--- src/rtl/fcs_pkg.sv ---
package fcs_pkg;
   localparam logic [7:0] CMD_RD_STATUS = 8'h70;
   localparam logic [7:0] CMD_RD_ARRAY  = 8'hFF;
   localparam logic [7:0] CMD_CLR_ERR   = 8'h50;
   localparam logic [7:0] CMD_SUSPEND   = 8'hB0;
   localparam logic [7:0] CMD_CONFIRM   = 8'hD0;
   localparam logic [7:0] CMD_PROG_SET  = 8'h40;
   localparam logic [7:0] CMD_ERASE_SET = 8'h20;

   typedef enum logic [1:0] {SEQ_IDLE, SEQ_PROG, SEQ_ERASE} fcs_seq_e;

   typedef struct packed {
      logic clr;
      logic susp;
      logic resume;
      logic go_prog;
      logic go_erase;
      logic abort;
   } fcs_evt_t;
endpackage

--- src/rtl/fcs_cmd_decode.sv ---
module fcs_cmd_decode
   import fcs_pkg::*;
#(
   parameter int BUS_W = 16
) (
   input  logic             clk,
   input  logic             rst_n,
   input  logic             ce_n,
   input  logic             we_n,
   input  logic [BUS_W-1:0] dq_in,
   input  logic             supply_ok,
   input  logic             eng_busy,
   input  logic             erase_op,
   input  logic             suspended,
   output fcs_evt_t         evt,
   output logic             rd_status,
   output logic             start_prog_q,
   output logic             start_erase_q,
   output logic             suspend_q,
   output logic             resume_q
);
   logic       wr_act, wr_q, wr_evt;
   logic [7:0] cmd;
   fcs_seq_e   seq_q, seq_n;
   logic       mode_n;

   assign wr_act = ~ce_n & ~we_n;
   assign wr_evt = wr_q & ~wr_act;
   assign cmd    = dq_in[7:0];

   always_comb begin
      evt    = '0;
      seq_n  = seq_q;
      mode_n = rd_status;
      if (wr_evt) begin
         unique case (seq_q)
            SEQ_PROG: begin
               seq_n = SEQ_IDLE;
               if (supply_ok) evt.go_prog = 1'b1;
               else           evt.abort   = 1'b1;
            end
            SEQ_ERASE: begin
               seq_n = SEQ_IDLE;
               if (cmd == CMD_CONFIRM) begin
                  if (supply_ok) evt.go_erase = 1'b1;
                  else           evt.abort    = 1'b1;
               end
            end
            default: begin
               unique case (cmd)
                  CMD_PROG_SET:  seq_n  = SEQ_PROG;
                  CMD_ERASE_SET: seq_n  = SEQ_ERASE;
                  CMD_CLR_ERR:   evt.clr = 1'b1;
                  CMD_SUSPEND:   evt.susp = eng_busy & erase_op & ~suspended;
                  CMD_CONFIRM:   evt.resume = suspended;
                  CMD_RD_STATUS: mode_n = 1'b1;
                  CMD_RD_ARRAY:  mode_n = 1'b0;
                  default:       ;
               endcase
            end
         endcase
         if (evt.go_prog || evt.go_erase || evt.abort) mode_n = 1'b1;
      end
   end

   always_ff @(posedge clk or negedge rst_n) begin
      if (!rst_n) begin
         wr_q          <= 1'b0;
         seq_q         <= SEQ_IDLE;
         rd_status     <= 1'b0;
         start_prog_q  <= 1'b0;
         start_erase_q <= 1'b0;
         suspend_q     <= 1'b0;
         resume_q      <= 1'b0;
      end else begin
         wr_q          <= wr_act;
         seq_q         <= seq_n;
         rd_status     <= mode_n;
         start_prog_q  <= evt.go_prog;
         start_erase_q <= evt.go_erase;
         suspend_q     <= evt.susp;
         resume_q      <= evt.resume;
      end
   end

   AST_ONE_START: assert property (@(posedge clk) disable iff (!rst_n)
      start_prog_q |-> !start_erase_q) else $error("two starts at once");
endmodule

--- src/rtl/fcs_status.sv ---
module fcs_status
   import fcs_pkg::*;
#(
   parameter int STAT_W = 8
) (
   input  logic              clk,
   input  logic              rst_n,
   input  fcs_evt_t          evt,
   input  logic              eng_busy,
   input  logic              eng_prog_fail,
   input  logic              eng_erase_fail,
   input  logic              rd_act,
   input  logic              rd_status,
   output logic              rd_q,
   output logic              suspended,
   output logic              erase_op,
   output logic [STAT_W-1:0] snap
);
   localparam int RSV_W = STAT_W - 5;

   logic              err_erase, err_prog, err_vpp;
   logic [STAT_W-1:0] live;
   logic              rd_open;

   assign live    = {~eng_busy | suspended, suspended, err_erase, err_prog,
                     err_vpp, {RSV_W{1'b0}}};
   assign rd_open = rd_act & ~rd_q;

   always_ff @(posedge clk or negedge rst_n) begin
      if (!rst_n) begin
         rd_q      <= 1'b0;
         suspended <= 1'b0;
         erase_op  <= 1'b0;
         err_erase <= 1'b0;
         err_prog  <= 1'b0;
         err_vpp   <= 1'b0;
         snap      <= '0;
      end else begin
         rd_q <= rd_act;
         if (rd_open && rd_status) snap <= live;
         if (evt.susp)        suspended <= 1'b1;
         else if (evt.resume) suspended <= 1'b0;
         if (evt.go_erase)     erase_op <= 1'b1;
         else if (evt.go_prog) erase_op <= 1'b0;
         if (evt.clr) begin
            err_erase <= 1'b0;
            err_prog  <= 1'b0;
            err_vpp   <= 1'b0;
         end else begin
            if (eng_erase_fail) err_erase <= 1'b1;
            if (eng_prog_fail)  err_prog  <= 1'b1;
            if (evt.abort)      err_vpp   <= 1'b1;
         end
      end
   end

   AST_SNAP_HOLD: assert property (@(posedge clk) disable iff (!rst_n)
      (rd_q && rd_act) |=> $stable(snap)) else $error("snapshot moved");
   AST_SUSP_FLAGS: assert property (@(posedge clk) disable iff (!rst_n)
      (suspended && rd_open && rd_status) |=> (snap[STAT_W-1] && snap[STAT_W-2]))
      else $error("suspend flags");
   AST_VPP_SEQ: assert property (@(posedge clk) disable iff (!rst_n)
      $rose(err_vpp) |-> $past(evt.abort)) else $error("vpp outside seq");
   AST_ERR_CLEAR: assert property (@(posedge clk) disable iff (!rst_n)
      evt.clr |=> !(err_erase || err_prog || err_vpp)) else $error("clear");
endmodule

--- src/rtl/fcs_bus_fmt.sv ---
module fcs_bus_fmt #(
   parameter int BUS_W  = 16,
   parameter int STAT_W = 8
) (
   input  logic              clk,
   input  logic              rst_n,
   input  logic              bus_x16,
   input  logic              rd_q,
   input  logic              rd_status,
   input  logic [STAT_W-1:0] snap,
   input  logic [BUS_W-1:0]  array_rd,
   input  logic [BUS_W-1:0]  dq_in,
   output logic [BUS_W-1:0]  dq_out,
   output logic [BUS_W-1:0]  dq_oe,
   output logic              addr_lsb
);
   for (genvar g = 0; g < BUS_W; g++) begin : g_lane
      if (g < STAT_W) begin : g_low
         assign dq_oe[g]  = rd_q;
         assign dq_out[g] = rd_q & (rd_status ? snap[g] : array_rd[g]);
      end else begin : g_high
         assign dq_oe[g]  = rd_q & bus_x16;
         assign dq_out[g] = rd_q & bus_x16 & ~rd_status & array_rd[g];
      end
   end

   assign addr_lsb = ~bus_x16 & dq_in[BUS_W-1];

   AST_X8_UPPER_FLOAT: assert property (@(posedge clk) disable iff (!rst_n)
      !bus_x16 |-> (dq_oe[BUS_W-1:STAT_W] == '0)) else $error("x8 lanes");
endmodule

--- src/rtl/flash_cmd_status.sv ---
module flash_cmd_status
   import fcs_pkg::*;
#(
   parameter int BUS_W  = 16,
   parameter int STAT_W = 8
) (
   input  logic             clk,
   input  logic             rst_n,
   input  logic             ce_n,
   input  logic             oe_n,
   input  logic             we_n,
   input  logic             bus_x16,
   input  logic [BUS_W-1:0] dq_in,
   input  logic [BUS_W-1:0] array_rd,
   input  logic             eng_busy,
   input  logic             eng_prog_fail,
   input  logic             eng_erase_fail,
   input  logic             supply_ok,
   output logic [BUS_W-1:0] dq_out,
   output logic [BUS_W-1:0] dq_oe,
   output logic             addr_lsb,
   output logic             eng_start_prog,
   output logic             eng_start_erase,
   output logic             eng_suspend,
   output logic             eng_resume
);
   if (STAT_W != 8) begin : g_bad_stat
      $error("STAT_W must be 8");
   end
   if (BUS_W != 2 * STAT_W) begin : g_bad_bus
      $error("BUS_W must be twice STAT_W");
   end

   fcs_evt_t          evt;
   logic              rd_status, rd_q, suspended, erase_op, rd_act;
   logic [STAT_W-1:0] snap;

   assign rd_act = ~ce_n & ~oe_n;

   fcs_cmd_decode #(.BUS_W(BUS_W)) i_dec (
      .clk(clk), .rst_n(rst_n), .ce_n(ce_n), .we_n(we_n), .dq_in(dq_in),
      .supply_ok(supply_ok), .eng_busy(eng_busy), .erase_op(erase_op),
      .suspended(suspended), .evt(evt), .rd_status(rd_status),
      .start_prog_q(eng_start_prog), .start_erase_q(eng_start_erase),
      .suspend_q(eng_suspend), .resume_q(eng_resume));

   fcs_status #(.STAT_W(STAT_W)) i_stat (
      .clk(clk), .rst_n(rst_n), .evt(evt), .eng_busy(eng_busy),
      .eng_prog_fail(eng_prog_fail), .eng_erase_fail(eng_erase_fail),
      .rd_act(rd_act), .rd_status(rd_status), .rd_q(rd_q),
      .suspended(suspended), .erase_op(erase_op), .snap(snap));

   fcs_bus_fmt #(.BUS_W(BUS_W), .STAT_W(STAT_W)) i_fmt (
      .clk(clk), .rst_n(rst_n), .bus_x16(bus_x16), .rd_q(rd_q),
      .rd_status(rd_status), .snap(snap), .array_rd(array_rd), .dq_in(dq_in),
      .dq_out(dq_out), .dq_oe(dq_oe), .addr_lsb(addr_lsb));

   AST_BUSY_NOT_READY: assert property (@(posedge clk) disable iff (!rst_n)
      (eng_busy && !suspended && rd_act && !rd_q && rd_status) |=> !dq_out[STAT_W-1])
      else $error("busy shows ready");
endmodule

--- config.mk ---
export PLATFORM = sky130hd
export DESIGN_NAME = flash_cmd_status
export DESIGN_NICKNAME = d
export VERILOG_FILES = /design/src/rtl/fcs_pkg.sv /design/src/rtl/fcs_cmd_decode.sv /design/src/rtl/fcs_status.sv /design/src/rtl/fcs_bus_fmt.sv /design/src/rtl/flash_cmd_status.sv
export SDC_FILE = /design/constraint.sdc
export NUM_CORES = 1
export LEC_CHECK = 0
export BUFFER_PORTS_ARGS = -buffer_cell sky130_fd_sc_hd__buf_2
export CORE_ASPECT_RATIO = 1.1
export CORE_MARGIN = 2
export CORE_UTILIZATION = 37
export DETAILED_ROUTE_END_ITERATION = 10
export PLACE_DENSITY = 0.77
export SLEW_MARGIN = 0
export SYNTH_ARGS = -nofsm -noshare
export SYNTH_HDL_FRONTEND = slang
export SYNTH_SLANG_ARGS = --single-unit
export TNS_END_PERCENT = 5
--- constraint.sdc ---
create_clock -name clk -period 1.6 [get_ports clk]
set_input_delay 0.32 -clock clk [delete_from_list [all_inputs] [get_ports clk]]
set_output_delay 0.32 -clock clk [all_outputs]
set_load 0.03 [all_outputs]
# After elaboration in Yosys (flattened, before gate mapping)
# Cells that the tools add are included.
# word_totals
register_bits	19
inputBits	42
output_inout_bits	37
elab_cells	109
# classes
eq_ne	10
n_mux	37
bitwise_logic	35
n_reduce_logical	13
# ops
op	n
two-way mux 1 bit	30
bitwise AND 1 bit	25
equality test 8 x 7 -> 1 bit, second input constant	3
equality test 8 bit, second input constant	3
nonzero test 2 bit	5
inverter 1 bit	9
equality test 8 x 6 -> 1 bit, second input constant	1
two-way mux 6 bit	1
nonzero test 3 bit	2
two-way mux 2 bit	2
case mux 1 bit (2 select lines)	2
case mux 2 bit (2 select lines)	1
two-way mux 3 bit	1
AND reduction 3 bit	1
equality test 2 x 1 -> 1 bit, second input constant	1
equality test 2 bit, second input constant	1
logical OR 1 bit	2
inequality test 2 x 1 -> 1 bit, second input constant	1
AND reduction 2 bit	1
OR reduction 2 bit	1
logical AND 1 bit	1
bitwise OR 1 bit	1

# Depth between registers and ports, before layout
# logic_depth
depth_word	9
mapped_depth	5
ltp_nobuf	5

# Cells and area by module
# Synthesis repeated with hierarchy kept, for this count alone.
# unflattened
hier_cells	125
area_unflattened_um2	1253.7
# modules_own_cells
mod	n_inst	cells_each	area_each_um2	seq_area_each_um2
fcs_cmd_decode	1	49	475.5	200.2
fcs_status	1	32	447.9	275.3
fcs_bus_fmt	1	43	326.6	0.0
flash_cmd_status	1	1	3.8	0.0

# Worst setup path after synthesis
# No wires, ideal clock.
# synth_timing
kind	input -> register
start	input port dq_in[1]
end	register i_dec.rd_status
setup_ns	0.090
t_arrival_ns	1.564
required_ns	1.510
slack_ns	-0.054
stages	4
n_path_buf	1
path_cell_list	or4_1 -> clkbuf_2 -> or4_1 -> o2111ai_1
# synth_between
elab_chain_cells	8
word_cells_on_any_way	16
classes_between	eq/ne (4); mux (8); reduce/logical (4)
# synth_lines
element	line	rtl
from (decl)	flash_cmd_status.sv:13	input logic [BUS_W-1:0] dq_in,
equality test 8 bit	fcs_cmd_decode.sv:44	if (cmd == CMD_CONFIRM) begin
two-way mux 2 bit	fcs_cmd_decode.sv:44	
two-way mux 1 bit	fcs_cmd_decode.sv:36	unique case (seq_q)
two-way mux 1 bit	fcs_cmd_decode.sv:35	if (wr_evt) begin
logical OR 1 bit (2 in series)	fcs_cmd_decode.sv:62	if (evt.go_prog || evt.go_erase || evt.abort) mode_n = 1'b1;
inequality test 2 x 1 -> 1 bit (no source line) / nonzero test 3 bit (equally long branches)	n/a	
AND reduction 3 bit (no source line)	n/a	
to (signal assigned)	fcs_cmd_decode.sv:78	rd_status <= mode_n;
to (decl)	fcs_cmd_decode.sv:16	output logic rd_status,
# Several ways; a longest one is shown, not always the timed one. The select of a mux whose other input is x is not followed.
# A chain may end at the register's enable or synchronous reset.

# Worst setup path in the final report
# layout_timing
start	register i_dec.rd_status
end	output port dq_out[14]
# layout_between
elab_chain_cells	3
# layout_lines
element	line	rtl
inverter 1 bit	fcs_bus_fmt.sv:23	assign dq_out[g] = rd_q & bus_x16 & ~rd_status & array_rd[g];
bitwise AND 1 bit (2 in series)	fcs_bus_fmt.sv:23	
to (decl)	flash_cmd_status.sv:19	output logic [BUS_W-1:0] dq_out,
# Every way passes these cells.

==> impl_metrics.ini <==
[critical_path]
path_class = reg2out
startpoint_type = flip-flop
crit_path_required_time_ns = 1.28
worst-endpoint-arrival_ns = 1.31
worst_r2r_endpoint = i_dec.rd_status$_DFFE_PN0P_
cp_max_fo = 11
rr_worst_depth = 4
critical_register_to_register_path_startpoint = i_dec.seq_q[1]$_DFFE_PN0P_
end_kind = output pin
ff2ff_setup_slack_ns = 0.01
timing.critical_path.from = i_dec.rd_status$_DFFE_PN0P_
end_point_of_the_critical_path = dq_out[14]

[min_path]
hold_path_startpoint = we_n
hold_path_depth = 2
holdCritPathClass = in2reg

[global_routing]
grt_antenna_before_repair = 0
vias_in_the_first_global_route = 1050
gr-usage-all-layers = 0.155
largest_net_degree_at_the_start_of_global_routing = 20
grt_overflow = 0
grt_first_pass_wirelength_mm = 4.49

[clocking]
cts_buffers = 3
clock-root-buffer = sky130_fd_sc_hd__clkbuf_4
cts_buffer_depth = 2
cts.reportedPaths.clkPinSlew_ns = 0.11
clkSinkCount = 19
h-tree-depth = 1
clk-insertion-delay-late_ns = 0.29
tritoncts = built

[placed_design]
place_congestion = 0.915
dp.cells = 229
numPortBuffers = 71
place.detailed.hpwl_mm = 2.32
detailed_place.area_um2 = 1590

[synthesis]
synth.ff_latch_count = 19
synth.top_cells.by_area = sky130_fd_sc_hd__dfrtp_1 40%, sky130_fd_sc_hd__buf_4 9.4%, sky130_fd_sc_hd__and3_1 4.7%
postSynthAreaPerCell_um2 = 9.54
yosysMostFrequentCell = sky130_fd_sc_hd__dfrtp_1
synth_cells = 125
synth.yosys.warnings = 0
synthDominantCellAreaShare = 0.399
synth.yosys.seq_area_share = 0.399
synthesis.nets = 169
synth-async-reset-ratio = 1.00
syn_area_um2 = 1190
synth_top_area_cell = sky130_fd_sc_hd__dfrtp_1
synth_commonest_cells = 19 x sky130_fd_sc_hd__dfrtp_1, 15 x sky130_fd_sc_hd__buf_4, 10 x sky130_fd_sc_hd__nor2_1
synth_top_flop_cell = sky130_fd_sc_hd__dfrtp_1
synth.distinct_cells = 38
synth_enable_flop_cells = 0

[timing]
finalHoldWorstSlack_ns = 0.201
timing.max_slew.rel_slack = 0.674
rsz0062_at_grt = true
final-setup-viol-count = 11
drv_slew = 0
post-route-min-period_ns = 1.63
fin_skew_ns = 0.00393
final.period_utilization = 1.02
finalWorstSetupSlack_ns = -0.0331
hold_viol_final = 0
timing_worst_slew_pin_value_ns = 0.487
timing.fmax_mhz = 612

[die]
standard_cell_core_area_um2 = 3070
design.die.area_um2 = 3690
placementRows = 21
boundaryPins = 79
die_outline_width_um = 58.1
fp.dieH_um = 63.5
start_util = 0.388

[cells_and_area]
layoutNonFillerInstCount = 235
antenna_cells = 0
final_design_area_no_fill_um2 = 1760
layout_cells_sized_above_1 = 0.542
areaGrowthSynthToFinish_pct = 47.2
area_of_the_multi_input_gates_um2 = 606
seqCellArea_um2 = 475
final_layout_fill_cell_count = 272
fin_nets = 246

[power_and_ir_drop]
vdd_ir_drop_max_mv = 0.349
power.density_nw_per_um2 = 559
power.leakage_nw = 0.929
fin_total_pwr_w = 0.000982

[status]
result_of_the_run = complete, but fails checks
failing_checks = setup timing

[route]
ant_nets = 0
firstDrtPassIters = 4
routed_wirelength_mm = 2.94
avgRoutedWirePerCell_um = 12.5
route.detailed.vias_per_inst = 5.10
drt_first_iter_violations = 46
remaining_drcs = 0
vias = 1198

[run]
maxCapViolCount = 0
==> power by group <==
part           internal [W]  leakage (nW)  switching (W)  total [W]
combinational     0.0000977         0.698       0.000135   0.000232
clock             0.0000930        0.0177       0.000148   0.000241
sequential         0.000497         0.213      0.0000119   0.000508
total              0.000687         0.929       0.000294   0.000982
==> per-layer routing <==
layer  GRT usage  up-vias  wire length, um
met1       0.177      534             1060
met4      0.0465        0               45
met5           0        -                0
li1            -      588                -
met3      0.0267        6              301
met2       0.286       70             1530
==> cells in the final DEF (no fill, tap or decap), types with 4 or more instances in the layout <==
master | Yosys | final
sky130_fd_sc_hd__buf_4 | 15 | 23
sky130_fd_sc_hd__buf_6 | 0 | 11
sky130_fd_sc_hd__buf_2 | 0 | 55
sky130_fd_sc_hd__mux2i_1 | 5 | 5
sky130_fd_sc_hd__nor2b_1 | 8 | 8
sky130_fd_sc_hd__and3_1 | 9 | 7
sky130_fd_sc_hd__dfrtp_1 | 19 | 19
sky130_fd_sc_hd__nor2_1 | 10 | 10
sky130_fd_sc_hd__inv_1 | 6 | 5
sky130_fd_sc_hd__mux2_2 | 4 | 4
sky130_fd_sc_hd__and2_1 | 5 | 4
==> worst max-delay path: stages, from the launching register on <==
cell and delay, ns:
sky130_fd_sc_hd__dfrtp_1 0.42, sky130_fd_sc_hd__nor2b_1 0.12, sky130_fd_sc_hd__buf_4 0.16, sky130_fd_sc_hd__and3_4 0.20, sky130_fd_sc_hd__buf_6 0.12
==> what timing repair did <==
| item | in CTS | in global routing |
|---|---|---|
| setup endpoints to repair | 26 | 31 |
| resized for setup | 30 | 5 |
| pin swaps | 3 | 5 |
| hold buffers | 1 | 0 |
| setup buffers | 1 | 0 |
| endpoints found under the hold margin | 19 | 0 |
==> worst min-delay path by stage <==
stage	end	slack, ns
floorplan	i_dec.rd_status$_DFFE_PN0P_	0.02
global placement	i_dec.wr_q$_DFF_PN0_	0.27
detailed placement	i_dec.seq_q[0]$_DFFE_PN0P_	0.29
CTS	i_dec.wr_q$_DFF_PN0_	0.19
global route	i_dec.wr_q$_DFF_PN0_	0.19
finish	i_dec.wr_q$_DFF_PN0_	0.20
==> final cells by class <==
cell class,instances,area share
clock buffer,3,0.0128
clock inverter,1,0.00285
inverter,6,0.0128
multi-input combinational,82,0.345
sequential,19,0.271
tap,34,0.0242
timing repair buffer,90,0.331
==> state kept, by name, indices dropped and copies added (netlist names) <==
signal               flops
i_dec.seq_q              2
i_dec.wr_q               1
i_stat.err_erase         1
i_stat.err_prog          1
i_stat.erase_op          1
i_dec.rd_status          1
i_stat.err_vpp           1
i_dec.start_prog_q       1
i_stat.snap              5
i_dec.suspend_q          1
i_dec.resume_q           1
i_stat.suspended         1
i_stat.rd_q              1
i_dec.start_erase_q      1
==> per-stage QoR <==
step                 util  setup slack (ns)  TNS [ns]
CTS                 0.561           -0.0439    -0.337
detailed placement  0.516            -0.122    -0.421
global route        0.571            -0.103     -1.82
finish              0.571           -0.0331    -0.236
global placement    0.516           -0.0988    -0.342
floorplan               -           -0.0519    -0.106
==> cells by family after synthesis <==
group	count (synthesis)	share of synthesized area
AND/OR/NAND/NOR	55	0.273
buffers and inverters	24	0.132
flip-flops	19	0.399
AO/OA/AOI/OAI	16	0.0955
multiplexers	9	0.0797
adder cells (fa/ha/maj)	2	0.0210
(Power assumes the default switching activity.)
